File: src/rtl/codec_sport_pkg.sv
package codec_sport_pkg;
  localparam int SPORT_WORD_W   = 16;
  localparam int SPORT_DIV      = 5;
  localparam int SPORT_HIGH     = 3;
  localparam int SPORT_FRAME    = 20;
  localparam int SPORT_GAIN_LSB = 7;
  localparam int SPORT_GAIN_W   = 3;
endpackage

File: src/rtl/sport_clkgen.sv
module sport_clkgen #(
  parameter int DIV  = 5,
  parameter int HIGH = 3
) (
  input  logic clk_i,
  input  logic rst_ni,
  output logic sclk_o,
  output logic rise_o,
  output logic fall_o
);
  localparam int CNT_W = $clog2(DIV);
  localparam logic [CNT_W-1:0] LAST = CNT_W'(DIV - 1);

  logic [CNT_W-1:0] cnt_q, cnt_nxt;
  logic             sclk_q;

  always_comb cnt_nxt = (cnt_q == LAST) ? '0 : cnt_q + 1'b1;

  // cnt == DIV-1 precedes the rising edge, so reset lands there with sclk low
  always_ff @(posedge clk_i or negedge rst_ni) begin
    if (!rst_ni) begin
      cnt_q  <= LAST;
      sclk_q <= 1'b0;
    end else begin
      cnt_q  <= cnt_nxt;
      sclk_q <= (cnt_nxt < CNT_W'(HIGH));
    end
  end

  assign rise_o = (cnt_q == LAST);
  assign fall_o = (cnt_q == CNT_W'(HIGH - 1));
  assign sclk_o = sclk_q;

  AST_SCLK_HOLD_HIGH: assert property (@(posedge clk_i) disable iff (!rst_ni)
    $rose(sclk_q) |=> sclk_q);
  AST_SCLK_RISE_ALIGN: assert property (@(posedge clk_i) disable iff (!rst_ni)
    rise_o |=> $rose(sclk_q));
endmodule

File: src/rtl/sport_tx.sv
module sport_tx #(
  parameter int WORD_W = 16,
  parameter int FRAME  = 20
) (
  input  logic              clk_i,
  input  logic              rst_ni,
  input  logic              rise_i,
  input  logic              idle_i,
  input  logic [WORD_W-1:0] word_i,
  output logic              sdo_o,
  output logic              fs_o
);
  localparam int POS_W = $clog2(FRAME);
  localparam logic [POS_W-1:0] LAST  = POS_W'(FRAME - 1);
  localparam logic [POS_W-1:0] WLAST = POS_W'(WORD_W);

  logic [POS_W-1:0]  pos_q, pos_nxt;
  logic [WORD_W-1:0] sh_q;
  logic              sdo_q, fs_q;

  always_comb pos_nxt = (pos_q == LAST) ? '0 : pos_q + 1'b1;

  // slot 0: frame pulse, slots 1..WORD_W: MSB..LSB, remaining slots idle
  always_ff @(posedge clk_i or negedge rst_ni) begin
    if (!rst_ni) begin
      pos_q <= LAST;
      sh_q  <= '0;
      sdo_q <= 1'b0;
      fs_q  <= 1'b0;
    end else if (rise_i) begin
      if (idle_i) begin
        pos_q <= LAST;    // restart with a fresh frame pulse; sdo holds
        fs_q  <= 1'b0;
      end else begin
        pos_q <= pos_nxt;
        fs_q  <= (pos_nxt == '0);
        if (pos_nxt == '0) begin
          sh_q  <= word_i;
          sdo_q <= 1'b0;
        end else if (pos_nxt <= WLAST) begin
          sdo_q <= sh_q[WORD_W-1];
          sh_q  <= sh_q << 1;
        end else begin
          sdo_q <= 1'b0;
        end
      end
    end
  end

  assign sdo_o = sdo_q;
  assign fs_o  = fs_q;

  AST_FS_ON_RISE: assert property (@(posedge clk_i) disable iff (!rst_ni)
    $rose(fs_q) |-> $past(rise_i));
  AST_SDO_ON_RISE: assert property (@(posedge clk_i) disable iff (!rst_ni)
    !rise_i |=> $stable(sdo_q));
  AST_IDLE_FS_LOW: assert property (@(posedge clk_i) disable iff (!rst_ni)
    (idle_i && rise_i) |=> !fs_q);
  AST_IDLE_SDO_HOLD: assert property (@(posedge clk_i) disable iff (!rst_ni)
    (idle_i && rise_i) |=> $stable(sdo_q));
endmodule

File: src/rtl/sport_rx.sv
module sport_rx #(
  parameter int WORD_W = 16
) (
  input  logic              clk_i,
  input  logic              rst_ni,
  input  logic              fall_i,
  input  logic              idle_i,
  input  logic              sdi_i,
  input  logic              fs_i,
  input  logic              dc_i,
  output logic              commit_o,
  output logic              is_ctrl_o,
  output logic [WORD_W-1:0] word_o
);
  localparam int CNT_W = $clog2(WORD_W + 1);

  logic [CNT_W-1:0]  cnt_q;
  logic [WORD_W-2:0] sh_q;
  logic [WORD_W-1:0] word_q;
  logic              commit_q, is_ctrl_q;

  always_ff @(posedge clk_i or negedge rst_ni) begin
    if (!rst_ni) begin
      cnt_q     <= '0;
      sh_q      <= '0;
      word_q    <= '0;
      commit_q  <= 1'b0;
      is_ctrl_q <= 1'b0;
    end else begin
      commit_q <= 1'b0;
      if (idle_i) begin
        cnt_q <= '0;
      end else if (fall_i) begin
        if (cnt_q != '0) begin
          sh_q  <= {sh_q[WORD_W-3:0], sdi_i};
          cnt_q <= cnt_q - 1'b1;
          if (cnt_q == CNT_W'(1)) begin
            commit_q  <= 1'b1;
            word_q    <= {sh_q, sdi_i};
            is_ctrl_q <= dc_i;
          end
        end
        // a frame pulse always (re)arms, dropping any partial word
        if (fs_i) cnt_q <= CNT_W'(WORD_W);
      end
    end
  end

  assign commit_o  = commit_q;
  assign is_ctrl_o = is_ctrl_q;
  assign word_o    = word_q;

  AST_COMMIT_ON_FALL: assert property (@(posedge clk_i) disable iff (!rst_ni)
    commit_q |-> $past(fall_i));
  AST_NO_COMMIT_IDLE: assert property (@(posedge clk_i) disable iff (!rst_ni)
    idle_i |=> !commit_q);
  AST_CNT_BOUND: assert property (@(posedge clk_i) disable iff (!rst_ni)
    cnt_q <= CNT_W'(WORD_W));
endmodule

File: src/rtl/codec_sport.sv
module codec_sport
  import codec_sport_pkg::*;
#(
  parameter int WORD_W   = SPORT_WORD_W,
  parameter int DIV      = SPORT_DIV,
  parameter int HIGH     = SPORT_HIGH,
  parameter int FRAME    = SPORT_FRAME,
  parameter int GAIN_LSB = SPORT_GAIN_LSB,
  parameter int GAIN_W   = SPORT_GAIN_W
) (
  input  logic              clk_i,
  input  logic              rst_ni,
  input  logic              cs_i,
  input  logic              pwrdn_i,
  input  logic [WORD_W-1:0] out_word_i,
  output logic              ser_clk_o,
  output logic              ser_data_o,
  output logic              ser_fs_o,
  output logic              port_oe_o,
  input  logic              ser_data_i,
  input  logic              ser_fs_i,
  input  logic              dc_sel_i,
  output logic [WORD_W-1:0] data_o,
  output logic              data_valid_o,
  output logic [WORD_W-1:0] ctrl_o,
  output logic [GAIN_W-1:0] gain_o
);
  logic              rise, fall, idle;
  logic              rx_commit, rx_is_ctrl;
  logic [WORD_W-1:0] rx_word;
  logic [WORD_W-1:0] data_q, ctrl_q;
  logic              dv_q;

  assign idle = pwrdn_i | ~cs_i;

  sport_clkgen #(.DIV(DIV), .HIGH(HIGH)) clkgen_i (
    .clk_i  (clk_i),
    .rst_ni (rst_ni),
    .sclk_o (ser_clk_o),
    .rise_o (rise),
    .fall_o (fall)
  );

  sport_tx #(.WORD_W(WORD_W), .FRAME(FRAME)) tx_i (
    .clk_i  (clk_i),
    .rst_ni (rst_ni),
    .rise_i (rise),
    .idle_i (idle),
    .word_i (out_word_i),
    .sdo_o  (ser_data_o),
    .fs_o   (ser_fs_o)
  );

  sport_rx #(.WORD_W(WORD_W)) rx_i (
    .clk_i     (clk_i),
    .rst_ni    (rst_ni),
    .fall_i    (fall),
    .idle_i    (idle),
    .sdi_i     (ser_data_i),
    .fs_i      (ser_fs_i),
    .dc_i      (dc_sel_i),
    .commit_o  (rx_commit),
    .is_ctrl_o (rx_is_ctrl),
    .word_o    (rx_word)
  );

  always_ff @(posedge clk_i or negedge rst_ni) begin
    if (!rst_ni) begin
      data_q <= '0;
      ctrl_q <= '0;
      dv_q   <= 1'b0;
    end else begin
      dv_q <= 1'b0;
      if (rx_commit) begin
        if (rx_is_ctrl) begin
          ctrl_q <= rx_word;
        end else begin
          data_q <= rx_word;
          dv_q   <= 1'b1;
        end
      end
    end
  end

  assign port_oe_o    = cs_i;
  assign data_o       = data_q;
  assign data_valid_o = dv_q;
  assign ctrl_o       = ctrl_q;
  assign gain_o       = ctrl_q[GAIN_LSB +: GAIN_W];

  AST_DATA_VALID: assert property (@(posedge clk_i) disable iff (!rst_ni)
    (rx_commit && !rx_is_ctrl) |=> data_valid_o);
  AST_CTRL_KEEPS_DATA: assert property (@(posedge clk_i) disable iff (!rst_ni)
    (rx_commit && rx_is_ctrl) |=> ($stable(data_q) && !data_valid_o));
  AST_CTRL_STABLE: assert property (@(posedge clk_i) disable iff (!rst_ni)
    !(rx_commit && rx_is_ctrl) |=> $stable(ctrl_q));
endmodule

File: config.mk
export PLATFORM = sky130hd
export DESIGN_NAME = codec_sport
export DESIGN_NICKNAME = d
export VERILOG_FILES = /design/src/rtl/codec_sport_pkg.sv /design/src/rtl/sport_clkgen.sv /design/src/rtl/sport_tx.sv /design/src/rtl/sport_rx.sv /design/src/rtl/codec_sport.sv
export SDC_FILE = /design/constraint.sdc
export NUM_CORES = 1
export LEC_CHECK = 0
export BUFFER_PORTS_ARGS = -buffer_cell sky130_fd_sc_hd__buf_2
export CAP_MARGIN = 10
export CELL_PAD_IN_SITES_DETAIL_PLACEMENT = 1
export CELL_PAD_IN_SITES_GLOBAL_PLACEMENT = 2
export CORE_AREA = 10 10 116 118
export CTS_BUF_LIST = sky130_fd_sc_hd__clkbuf_4 sky130_fd_sc_hd__clkbuf_8
export CTS_CLUSTER_SIZE = 28
export DETAILED_ROUTE_END_ITERATION = 10
export DIE_AREA = 0 0 126 128
export GPL_TIMING_DRIVEN = 1
export PLACE_DENSITY_LB_ADDON = 0.2
export REMOVE_ABC_BUFFERS = 1
export SYNTH_ARGS = -nofsm -noshare
export SYNTH_HDL_FRONTEND = slang
export SYNTH_SLANG_ARGS = --single-unit
File: constraint.sdc
create_clock -name clk_i -period 2.9 [get_ports clk_i]
set_input_delay 0.435 -clock clk_i [delete_from_list [all_inputs] [get_ports clk_i]]
set_output_delay 0.435 -clock clk_i [all_outputs]
set_load 0.01 [all_outputs]
==> results of run 1 <==
-- per-layer routing --
metal | track usage | wire (µm)
met1 | 0.1446 | 4170
met2 | 0.1820 | 4272
met3 | 0.03184 | 422
met4 | 0.05023 | 153
met5 | 0 | 0
-- state kept, by name (all words and copies together) (netlist names) --
signal and count:
rx_i.commit_o 1, clkgen_i.cnt_q 3, tx_i.sh_q 16, data_valid_o 1, tx_i.sdo_o 1, rx_i.cnt_q 5, rx_i.sh_q 15, tx_i.fs_o 1
tx_i.pos_q 5, rx_i.is_ctrl_o 1, rx_i.word_o 16, clkgen_i.sclk_o 1, ctrl_o 16, data_o 16
-- logic make-up after synthesis --
| group | after synthesis |
|---|---|
| and+or+nand+nor | 117 |
| AOI/OAI and AO/OA | 38 |
| adders and majority gates | 6 |
| buffers and inverters | 53 |
| muxes | 49 |
| DFF | 98 |
| xor gates and xnor gates | 3 |
-- report_power, final --
part	internal (W)	leakage, nW	total [W]	switching, W
clock network	0.000435	0.0994	0.000898	0.000462
logic	0.000139	1.24	0.000319	0.000180
registers	0.00146	1.30	0.00151	0.0000526
-- Yosys cell counts, drive strengths merged (2+ instances only) --
cell | number | share of area
dfrtp | 94 | 0.55
nand2 | 61 | 0.054
mux2 | 48 | 0.13
inv | 35 | 0.031
nor3 | 21 | 0.028
a221oi | 15 | 0.045
buf | 14 | 0.024
nor2 | 12 | 0.011
a21oi | 7 | 0.0082
o21ai | 7 | 0.0082
ha | 6 | 0.018
clkbuf | 4 | 0.0035
dfstp | 4 | 0.025
nand2b | 4 | 0.0059
nor2b | 4 | 0.0059
a21o | 2 | 0.0035
a31oi | 2 | 0.0029
nand3 | 2 | 0.0023
o21a | 2 | 0.0035
or2 | 2 | 0.0041
xnor2 | 2 | 0.0041
-- metrics by stage --
| step | utilization | instance area, µm² | hold slack, ns | total power (W) | std cells |
|---|---|---|---|---|---|
| floorplan | - | 4144 | 0.1394 | 0.001743 | 346 |
| global route | 0.4355 | 4887 | 0.1101 | 0.002874 | 573 |
| finish | 0.4355 | 4887 | 0.08873 | 0.002726 | 573 |
| CTS | 0.4355 | 4887 | 0.1027 | 0.002757 | 573 |
| detailed placement | 0.4184 | 4696 | 0.4700 | 0.001862 | 559 |
| global placement | 0.4184 | 4696 | 0.4520 | 0.001850 | 559 |
-- worst paths after layout --
path / end / slack (ns)
worst max-delay path: tx_i.sh_q[5] / 0.64
worst min register to register: clkgen_i.cnt_q[0] / 0.48
worst min-delay path: data_o[0] / 0.09
max in group asynchronous: clkgen_i.cnt_q[2] / 2.00
min in group clk_i: tx_i.sh_q[0] / 0.28
worst max register to register: tx_i.sh_q[5] / 0.64
-- area by class of cell --
type | instances | area, µm² | share of cell area
multi-input cells | 213 | 1555 | 0.3182
clock buffers | 12 | 152.6 | 0.03123
flip-flops and latches | 98 | 2457 | 0.5028
well taps | 143 | 178.9 | 0.03661
repair buffers | 70 | 372.9 | 0.07629
clock inverters | 2 | 38.79 | 0.007937
inverters | 35 | 131.4 | 0.02688
==> results_dict.tcl, run 1 <==
set metrics [dict create \
    grt_usage 0.1151 \
    total_leakage_power_nw 2.641 \
    synth.avg_cell_area_um2 11.71 \
    worst_ep_required_time_ns 3.16 \
    timing.final.max_slew_violations 0 \
    cap_violations 0 \
    max_freq_ghz 0.4428 \
    irDropWorstVdd_mv 0.2417 \
    syn-instance-count 364 \
    synth_xor_area_frac 0.006164 \
    synth.distinct_cells 47 \
    layout-drive-gt1-share 0.3395 \
    synthesized_area_um2 4263 \
    power-per-cell-area_nw_per_um2 557.7 \
    area_growth_pct 14.65 \
    final_cell_mix "sky130_fd_sc_hd__dfrtp_1 (94), sky130_fd_sc_hd__buf_2 (61), sky130_fd_sc_hd__nand2_1 (60)" \
    synth_sequential_area_ratio 0.5765 \
    wire_length_of_the_first_global_routing_pass_um 15420 \
    final_antenna_violating_net_count 0 \
    cts.clk_slew.worst_paths_ns 0.09 \
    max-slew-margin-rel 0.4991 \
    placement.setup.worst_slack_ns 0.6122 \
    cts_num_sinks 98 \
    diodes 0 \
    cts.root.buffer_cell "sky130_fd_sc_hd__clkbuf_8" \
    hpwlAfterDp_um 6403 \
    final_hold_vio_count 0 \
    grt_overflow 0 \
    crit_arrival_ns 2.52 \
    synth_fa_ha_area_frac 0.01761 \
    synth_async_reset_ratio 1.000 \
    result_of_the_run "finished clean" \
    cp.buffers_inverters 0 \
    synth_mux_area_frac 0.1300 \
    post_drt_wl_per_cell_um 15.74 \
    rsz_0062_raised_after_global_routing "no" \
    crit-reg2reg-launch "tx_i.pos_q[0]" \
    timing.critical_path.from "tx_i.pos_q[0]" \
    post_drt_via_cell_ratio 4.928 \
    final.setup_skew_ns 0.01196 \
    synth_warnings 0 \
    post_synthesis_compound_gate_area_fraction 0.07749 \
    critical_path.startpoint_type "register" \
    die_extent_in_y_um 128 \
    vias_in_the_first_global_route 3017 \
    main_combinational_cell_family_by_area_after_synthesis "simple AND/OR/NAND/NOR gates" \
    cts_buffer_depth 2 \
    top_level_ports 63 \
    route.final.wire_length_um 9018 \
    crit_fanout 15 \
    dr_total_vias 2824 \
    drt_pass1_iterations 4 \
    h_tree_lvl_count 3 \
    critPathTopFamily "flip-flops" \
    nets 456 \
    setup_viol 0 \
    core_footprint_um2 11220 \
    number_of_resized_instances_in_the_post_cts_repair_step 0 \
    synthSimpleGateAreaFrac 0.1335 \
    endpoint_kind "register" \
    pin_count_of_the_biggest_net_entering_global_routing 51 \
    worst-setup-path-type "reg -> reg" \
    min-delay-path-class "in -> async" \
    worstSetupPathDepth 6 \
    worst_path_cell_chain "ha_1 > and4bb_1 > a31oi_1 > or2_4 > mux2_4 > a221oi_1" \
    cts_hold_buffers_added 0 \
    setup-tns-final_ns 0 \
    tightest_slew_ns 0.7495 \
    synth_edf_count 0 \
    chipWidth_um 126 \
    layout_min_cycle_time_ns 2.258 \
    post_cts_buffers 0 \
    clkLatencyLatePin_ns 0.36 \
    cts-buffers-inserted 9 \
    filler_cell_count 1237 \
    clock_tree_from_tritoncts "yes" \
    layout_worst_path_cycle_share 0.7788 \
    drt_iter0_drc 151 \
    synth.ff_latch_count 98 \
    cpMaxStageDelayCell "sky130_fd_sc_hd__dfstp_2" \
    reg2reg_depth 6 \
    timing.final.ws_setup_ns 0.6415 \
    globalplace.congestion 0.7663 \
    floorplan.initialDensity 0.3798 \
    place.port_buffers 62 \
    mostFrequentLayoutCell "sky130_fd_sc_hd__dfrtp_1" \
    std_cell_rows 39 \
    yosys_most_used_dff "sky130_fd_sc_hd__dfrtp_1" \
    slowest_delay_ns 0.57 \
    design.die.area_um2 16130 \
    detail_route.drc_violations 0 \
    grt_antenna_before_repair 0 \
]
Note: power is estimated with default switching activity, not from simulation.
==> inputs of run 2 (changes only) <==
--- a/config.mk
+++ b/config.mk
@@ -9,11 +9,11 @@
 export CAP_MARGIN = 10
 export CELL_PAD_IN_SITES_DETAIL_PLACEMENT = 1
 export CELL_PAD_IN_SITES_GLOBAL_PLACEMENT = 2
-export CORE_AREA = 10 10 116 118
+export CORE_AREA = 10 10 122 124
 export CTS_BUF_LIST = sky130_fd_sc_hd__clkbuf_4 sky130_fd_sc_hd__clkbuf_8
 export CTS_CLUSTER_SIZE = 28
 export DETAILED_ROUTE_END_ITERATION = 10
-export DIE_AREA = 0 0 126 128
+export DIE_AREA = 0 0 132 134
 export GPL_TIMING_DRIVEN = 1
 export PLACE_DENSITY_LB_ADDON = 0.2
 export REMOVE_ABC_BUFFERS = 1
==> constraint.sdc (replaced) <==
create_clock -name clk_i -period 1.88 [get_ports clk_i]
set_input_delay 0.282 -clock clk_i [delete_from_list [all_inputs] [get_ports clk_i]]
set_output_delay 0.282 -clock clk_i [all_outputs]
set_load 0.01 [all_outputs]
==> results_dict.tcl, run 2 (synthesis gave the netlist of run 1 again) <==
set metrics [dict create \
    pin_count_of_the_biggest_net_entering_global_routing 99 \
    number_of_placed_instances_with_taps_included 611 \
    crit_fanout 8 \
    worst-setup-path-type "reg -> reg" \
    totalPowerFinal_w 0.004210 \
    mostFrequentLayoutCell "sky130_fd_sc_hd__dfrtp_1" \
    post_drt_wl_per_cell_um 14.38 \
    h_tree_lvl_count 3 \
    failed_checks "negative setup slack" \
    timing.hold.ws_ns 0.1091 \
    drt_iter0_drc 135 \
    vias_in_the_first_global_route 3329 \
    cts.root.buffer_cell "sky130_fd_sc_hd__clkbuf_8" \
    cts_buffer_depth 2 \
    wire_length_of_the_first_global_routing_pass_um 16160 \
    placement.setup.worst_slack_ns -0.2238 \
    result_of_the_run "finished, violations left" \
    floorplan.initialDensity 0.3420 \
    tightest_slew_ns 0.5183 \
    final_hold_vio_count 0 \
    nets 485 \
    timing.final.ws_setup_ns -0.1366 \
    endpoint_kind "register" \
    layout_min_cycle_time_ns 2.017 \
    setup_viol 17 \
    chipWidth_um 132 \
    std_cell_rows 41 \
    final_cell_mix "sky130_fd_sc_hd__dfrtp_1 (94), sky130_fd_sc_hd__buf_2 (61), sky130_fd_sc_hd__nand2_1 (60)" \
    layout_worst_path_cycle_share 1.073 \
    design.die.area_um2 17690 \
    globalplace.congestion 0.7944 \
    final.setup_skew_ns 0.01206 \
    cts-buffers-inserted 9 \
    hpwlAfterDp_um 6320 \
    dr_wl_met2_um 4718 \
    total_leakage_power_nw 2.819 \
    post_drt_via_cell_ratio 4.564 \
    grt_antenna_before_repair 0 \
    diodes 0 \
    grt_usage 0.1115 \
    cts.clk_slew.worst_paths_ns 0.09 \
    layoutNonFillerInstCount 633 \
    detail_route.drc_violations 0 \
    rsz_0062_raised_after_global_routing "yes" \
    irDropWorstVdd_mv 0.4500 \
    rrSetupSlack_ns -0.14 \
    max-slew-margin-rel 0.6545 \
    drt_pass1_iterations 3 \
    dr_total_vias 2889 \
    die_extent_in_y_um 134 \
    cts_num_sinks 98 \
    timing.final.max_slew_violations 0 \
    cap_violations 0 \
    top_level_ports 63 \
    topmost_layer_with_routed_signal_wires "met4" \
    route.final.wire_length_um 9103 \
    core_footprint_um2 12470 \
    met3RoutedLength_um 429 \
    min-delay-path-class "in -> reg" \
    place.port_buffers 62 \
    max_freq_ghz 0.4959 \
    worst_ep_required_time_ns 2.16 \
    final_core_util 0.4228 \
    final_antenna_violating_net_count 0 \
    clock_tree_from_tritoncts "yes" \
    layout-drive-gt1-share 0.4078 \
    m1WireLength_um 3856 \
    power-per-cell-area_nw_per_um2 798.9 \
    critical_path.startpoint_type "register" \
    area_growth_pct 23.63 \
    crit_arrival_ns 2.30 \
    grt_overflow 0 \
    clkLatencyLatePin_ns 0.38 \
]
## run 2: changes by cell type in the layout (fill, tap and decap cells not counted), sizes merged
cell / before / now
buf: 70 / 97
clkinv: 1 / 4
dlygate4sd3: 0 / 1
inv: 35 / 36
bufinv: 1 / 0
mux2: 48 / 49
clkbuf: 12 / 11
## run 2: worst paths after layout
path	startpoint	endpoint	cells after the start
setup / recovery	tx_i.pos_q[0]	tx_i.sh_q[7]	6
hold / removal	out_word_i[0]	tx_i.sh_q[0]	2
setup reg to reg	tx_i.pos_q[0]	tx_i.sh_q[7]	6
hold reg to reg	clkgen_i.cnt_q[0]	clkgen_i.cnt_q[0]	1
min in group asynchronous	rst_ni	ctrl_o[10]	3
max in group asynchronous	rst_ni	tx_i.pos_q[4]	3
## run 2: cell type report
cell class / instances / area (µm²)
Timing Repair Buffer: 98 / 645.6
Fill cell: 1394 / 7196
Inverter: 35 / 131.4
Clock buffer: 11 / 145.1
Multi-Input combinational cell: 214 / 1637
Sequential cell: 98 / 2457
Clock inverter: 5 / 38.79
Tap cell: 172 / 215.2
## run 2: what timing repair did
| action | CTS | global route |
|---|---|---|
| hold buffers | 1 | 0 |
| pin swaps | 2 | 3 |
| hold endpoints to repair | 94 | 0 |
| endpoints found under the setup margin | 20 | 23 |
| buffers inserted | 2 | 1 |
| gates resized for setup | 18 | 5 |
| gates cloned | 2 | 0 |
## run 2: metrics by stage
step	setup TNS [ns]	instance area (µm²)
2_1_floorplan	-16.24	4144
3_3_place_gp	-1.939	4942
3_5_place_dp	-3.014	4942
4_1_cts	-1.334	5250
5_1_grt	-2.887	5270
6_report	-1.562	5270
## run 2: where the power goes
group / switching, W / internal [W]
logic: 0.000320 / 0.000294
clock network: 0.000726 / 0.000541
registers: 0.0000818 / 0.00225
## run 2: critical path, cell delays in order, from the launching register on
cell                       delay (ns)
sky130_fd_sc_hd__dfstp_2         0.57
sky130_fd_sc_hd__ha_4            0.16
sky130_fd_sc_hd__and4bb_1        0.24
sky130_fd_sc_hd__a31oi_2         0.06
sky130_fd_sc_hd__or2_4           0.26
sky130_fd_sc_hd__mux2_4          0.39
sky130_fd_sc_hd__a221oi_2        0.25
## run 2: layer usage
metal / vias to the layer above / global-route usage
li1: 1407 / -
met1: 1432 / 0.1234
met2: 43 / 0.1923
met3: 7 / 0.04556
met4: 0 / 0.03337
met5: - / 0
==> inputs of run 3 (changes only) <==
--- a/config.mk
+++ b/config.mk
@@ -15,7 +15,7 @@
 export DETAILED_ROUTE_END_ITERATION = 10
 export DIE_AREA = 0 0 132 134
 export GPL_TIMING_DRIVEN = 1
-export PLACE_DENSITY_LB_ADDON = 0.2
+export PLACE_DENSITY = 0.79
 export REMOVE_ABC_BUFFERS = 1
 export SYNTH_ARGS = -nofsm -noshare
 export SYNTH_HDL_FRONTEND = slang
==> results_dict.tcl, run 3 (synthesis gave the netlist of run 1 again) <==
set metrics [dict create \
    result_of_the_run "finished, violations left" \
    failed_checks "negative setup slack" \
    post_layout_instance_area_um2 5265 \
    placement.setup.worst_slack_ns -0.2410 \
    worst-setup-path-type "reg -> reg" \
    total_leakage_power_nw 2.807 \
    worst_ep_required_time_ns 2.15 \
    timing.final.ws_setup_ns -0.1424 \
    cellInternalPower_w 0.003078 \
    post_drt_via_cell_ratio 4.659 \
    clock_tree_from_tritoncts "yes" \
    number_of_placed_instances_with_taps_included 611 \
    power_frac_comb 0.147 \
    post_drt_wl_per_cell_um 15.36 \
    final_antenna_violating_net_count 0 \
    area_growth_pct 23.51 \
    final_hold_vio_count 0 \
    place.port_buffers 62 \
    dpl-instance-area_um2 4967 \
    layout-drive-gt1-share 0.4121 \
    power-per-cell-area_nw_per_um2 806.4 \
    critical_path.startpoint_type "register" \
    nets 485 \
    final_cell_mix "sky130_fd_sc_hd__dfrtp_1 (94), sky130_fd_sc_hd__buf_2 (61), sky130_fd_sc_hd__nand2_1 (60)" \
    tightest_slew_ns 0.4706 \
    layoutNonFillerInstCount 633 \
    drt_pass1_iterations 4 \
    route.final.wire_length_um 9723 \
    mostFrequentLayoutCell "sky130_fd_sc_hd__dfrtp_1" \
    vias_in_the_first_global_route 3303 \
    h_tree_lvl_count 3 \
    cts_buffer_depth 2 \
    die_extent_in_y_um 134 \
    cts_num_sinks 98 \
    endpoint_kind "register" \
    clkPwrFrac 0.302 \
    hpwlAfterDp_um 6907 \
    power.share.sequential 0.550 \
    cts.clk_slew.worst_paths_ns 0.09 \
    grt_usage 0.1125 \
    globalplace.congestion 0.8090 \
    filler_cell_count 1362 \
    power_switching_w 0.001168 \
    rsz_0062_raised_after_global_routing "yes" \
    clkLatencyLatePin_ns 0.37 \
    totalPowerFinal_w 0.004246 \
    core_footprint_um2 12470 \
    grt_overflow 0 \
    top_level_ports 63 \
    rrSetupSlack_ns -0.14 \
    final.setup_skew_ns 0.01003 \
    irDropWorstVdd_mv 0.4348 \
    diodes 0 \
    wire_length_of_the_first_global_routing_pass_um 16570 \
    detail_route.drc_violations 0 \
    grt_antenna_before_repair 0 \
    pin_count_of_the_biggest_net_entering_global_routing 39 \
    std_cell_rows 41 \
    timing.final.max_slew_violations 0 \
    dr_total_vias 2949 \
    setup_viol 17 \
    crit_fanout 8 \
    layout_min_cycle_time_ns 2.022 \
    cap_violations 0 \
    floorplan.initialDensity 0.3420 \
    design.die.area_um2 17690 \
    layout_worst_path_cycle_share 1.076 \
    cts.root.buffer_cell "sky130_fd_sc_hd__clkbuf_8" \
    setup-tns-final_ns -1.540 \
    max_freq_ghz 0.4945 \
    crit_arrival_ns 2.29 \
    chipWidth_um 132 \
    power.share.switching 0.2751 \
    min-delay-path-class "in -> reg" \
    max-slew-margin-rel 0.6863 \
    drt_iter0_drc 145 \
    cts-buffers-inserted 9 \
]
run 3: stage by stage:
| step | util | hold slack [ns] |
|---|---|---|
| 6_report | 0.4224 | 0.1212 |
| 5_1_grt | 0.4224 | 0.1171 |
| 4_1_cts | 0.4217 | 0.1077 |
| 3_5_place_dp | 0.3985 | 0.2744 |
| 3_3_place_gp | 0.3985 | 0.2745 |
| 2_1_floorplan | - | -0.01359 |
run 3: layer usage:
metal | vias to the layer above | wire (µm) | GRT usage
met5 | - | 0 | 0
met4 | 0 | 152 | 0.04141
met3 | 13 | 431 | 0.03062
met2 | 56 | 4811 | 0.1892
met1 | 1476 | 4327 | 0.1349
li1 | 1404 | - | -
run 3: path summary, 6_finish.rpt:
kind                          startpoint  cells after the start              end
min                        out_word_i[0]                      2     tx_i.sh_q[0]
max reg2reg                tx_i.pos_q[0]                      6     tx_i.sh_q[1]
min in group asynchronous         rst_ni                      2        ctrl_o[1]
max in group asynchronous         rst_ni                      3    tx_i.pos_q[4]
max                        tx_i.pos_q[0]                      6     tx_i.sh_q[1]
min reg2reg                rx_i.sh_q[14]                      2  rx_i.word_o[15]
run 3: area by class of cell:
class / instances / area (µm²) / area share
sequential: 98 / 2457 / 0.4667
inverter: 35 / 131.4 / 0.02495
tap: 172 / 215.2 / 0.04087
clock inverter: 5 / 38.79 / 0.007367
clock buffer: 11 / 145.1 / 0.02757
timing repair buffer: 98 / 635.6 / 0.1207
multi-input combinational: 214 / 1642 / 0.3118
run 3: repair_timing:
item / 4_1_cts / 5_1_grt
cloned: 1 / 0
gates resized for setup: 13 / 5
buffers inserted: 3 / 2
hold buffers: 1 / 0
setup endpoints to repair: 22 / 25
pin swaps: 1 / 3
hold endpoints to repair: 35 / 0
run 3: worst max-delay path, cell delays in order, from the launching register on:
cell and delay (ns):
sky130_fd_sc_hd__dfstp_2 0.57, sky130_fd_sc_hd__ha_4 0.16, sky130_fd_sc_hd__and4bb_1 0.22, sky130_fd_sc_hd__a31oi_1 0.06, sky130_fd_sc_hd__or2_4 0.27, sky130_fd_sc_hd__mux2_4 0.38
sky130_fd_sc_hd__a221oi_2 0.27
run 3: power groups by stage:
stage | sequential [W] | clock (W) | combinational (W)
final | 0.00234 | 0.00128 | 0.000625
after global routing | 0.00235 | 0.00144 | 0.000696
after CTS | 0.00233 | 0.00134 | 0.000624
after detailed placement | 0.00237 | 0 | 0.000558
after global placement | 0.00237 | 0 | 0.000529
after floorplan | 0.00235 | 0 | 0.000339
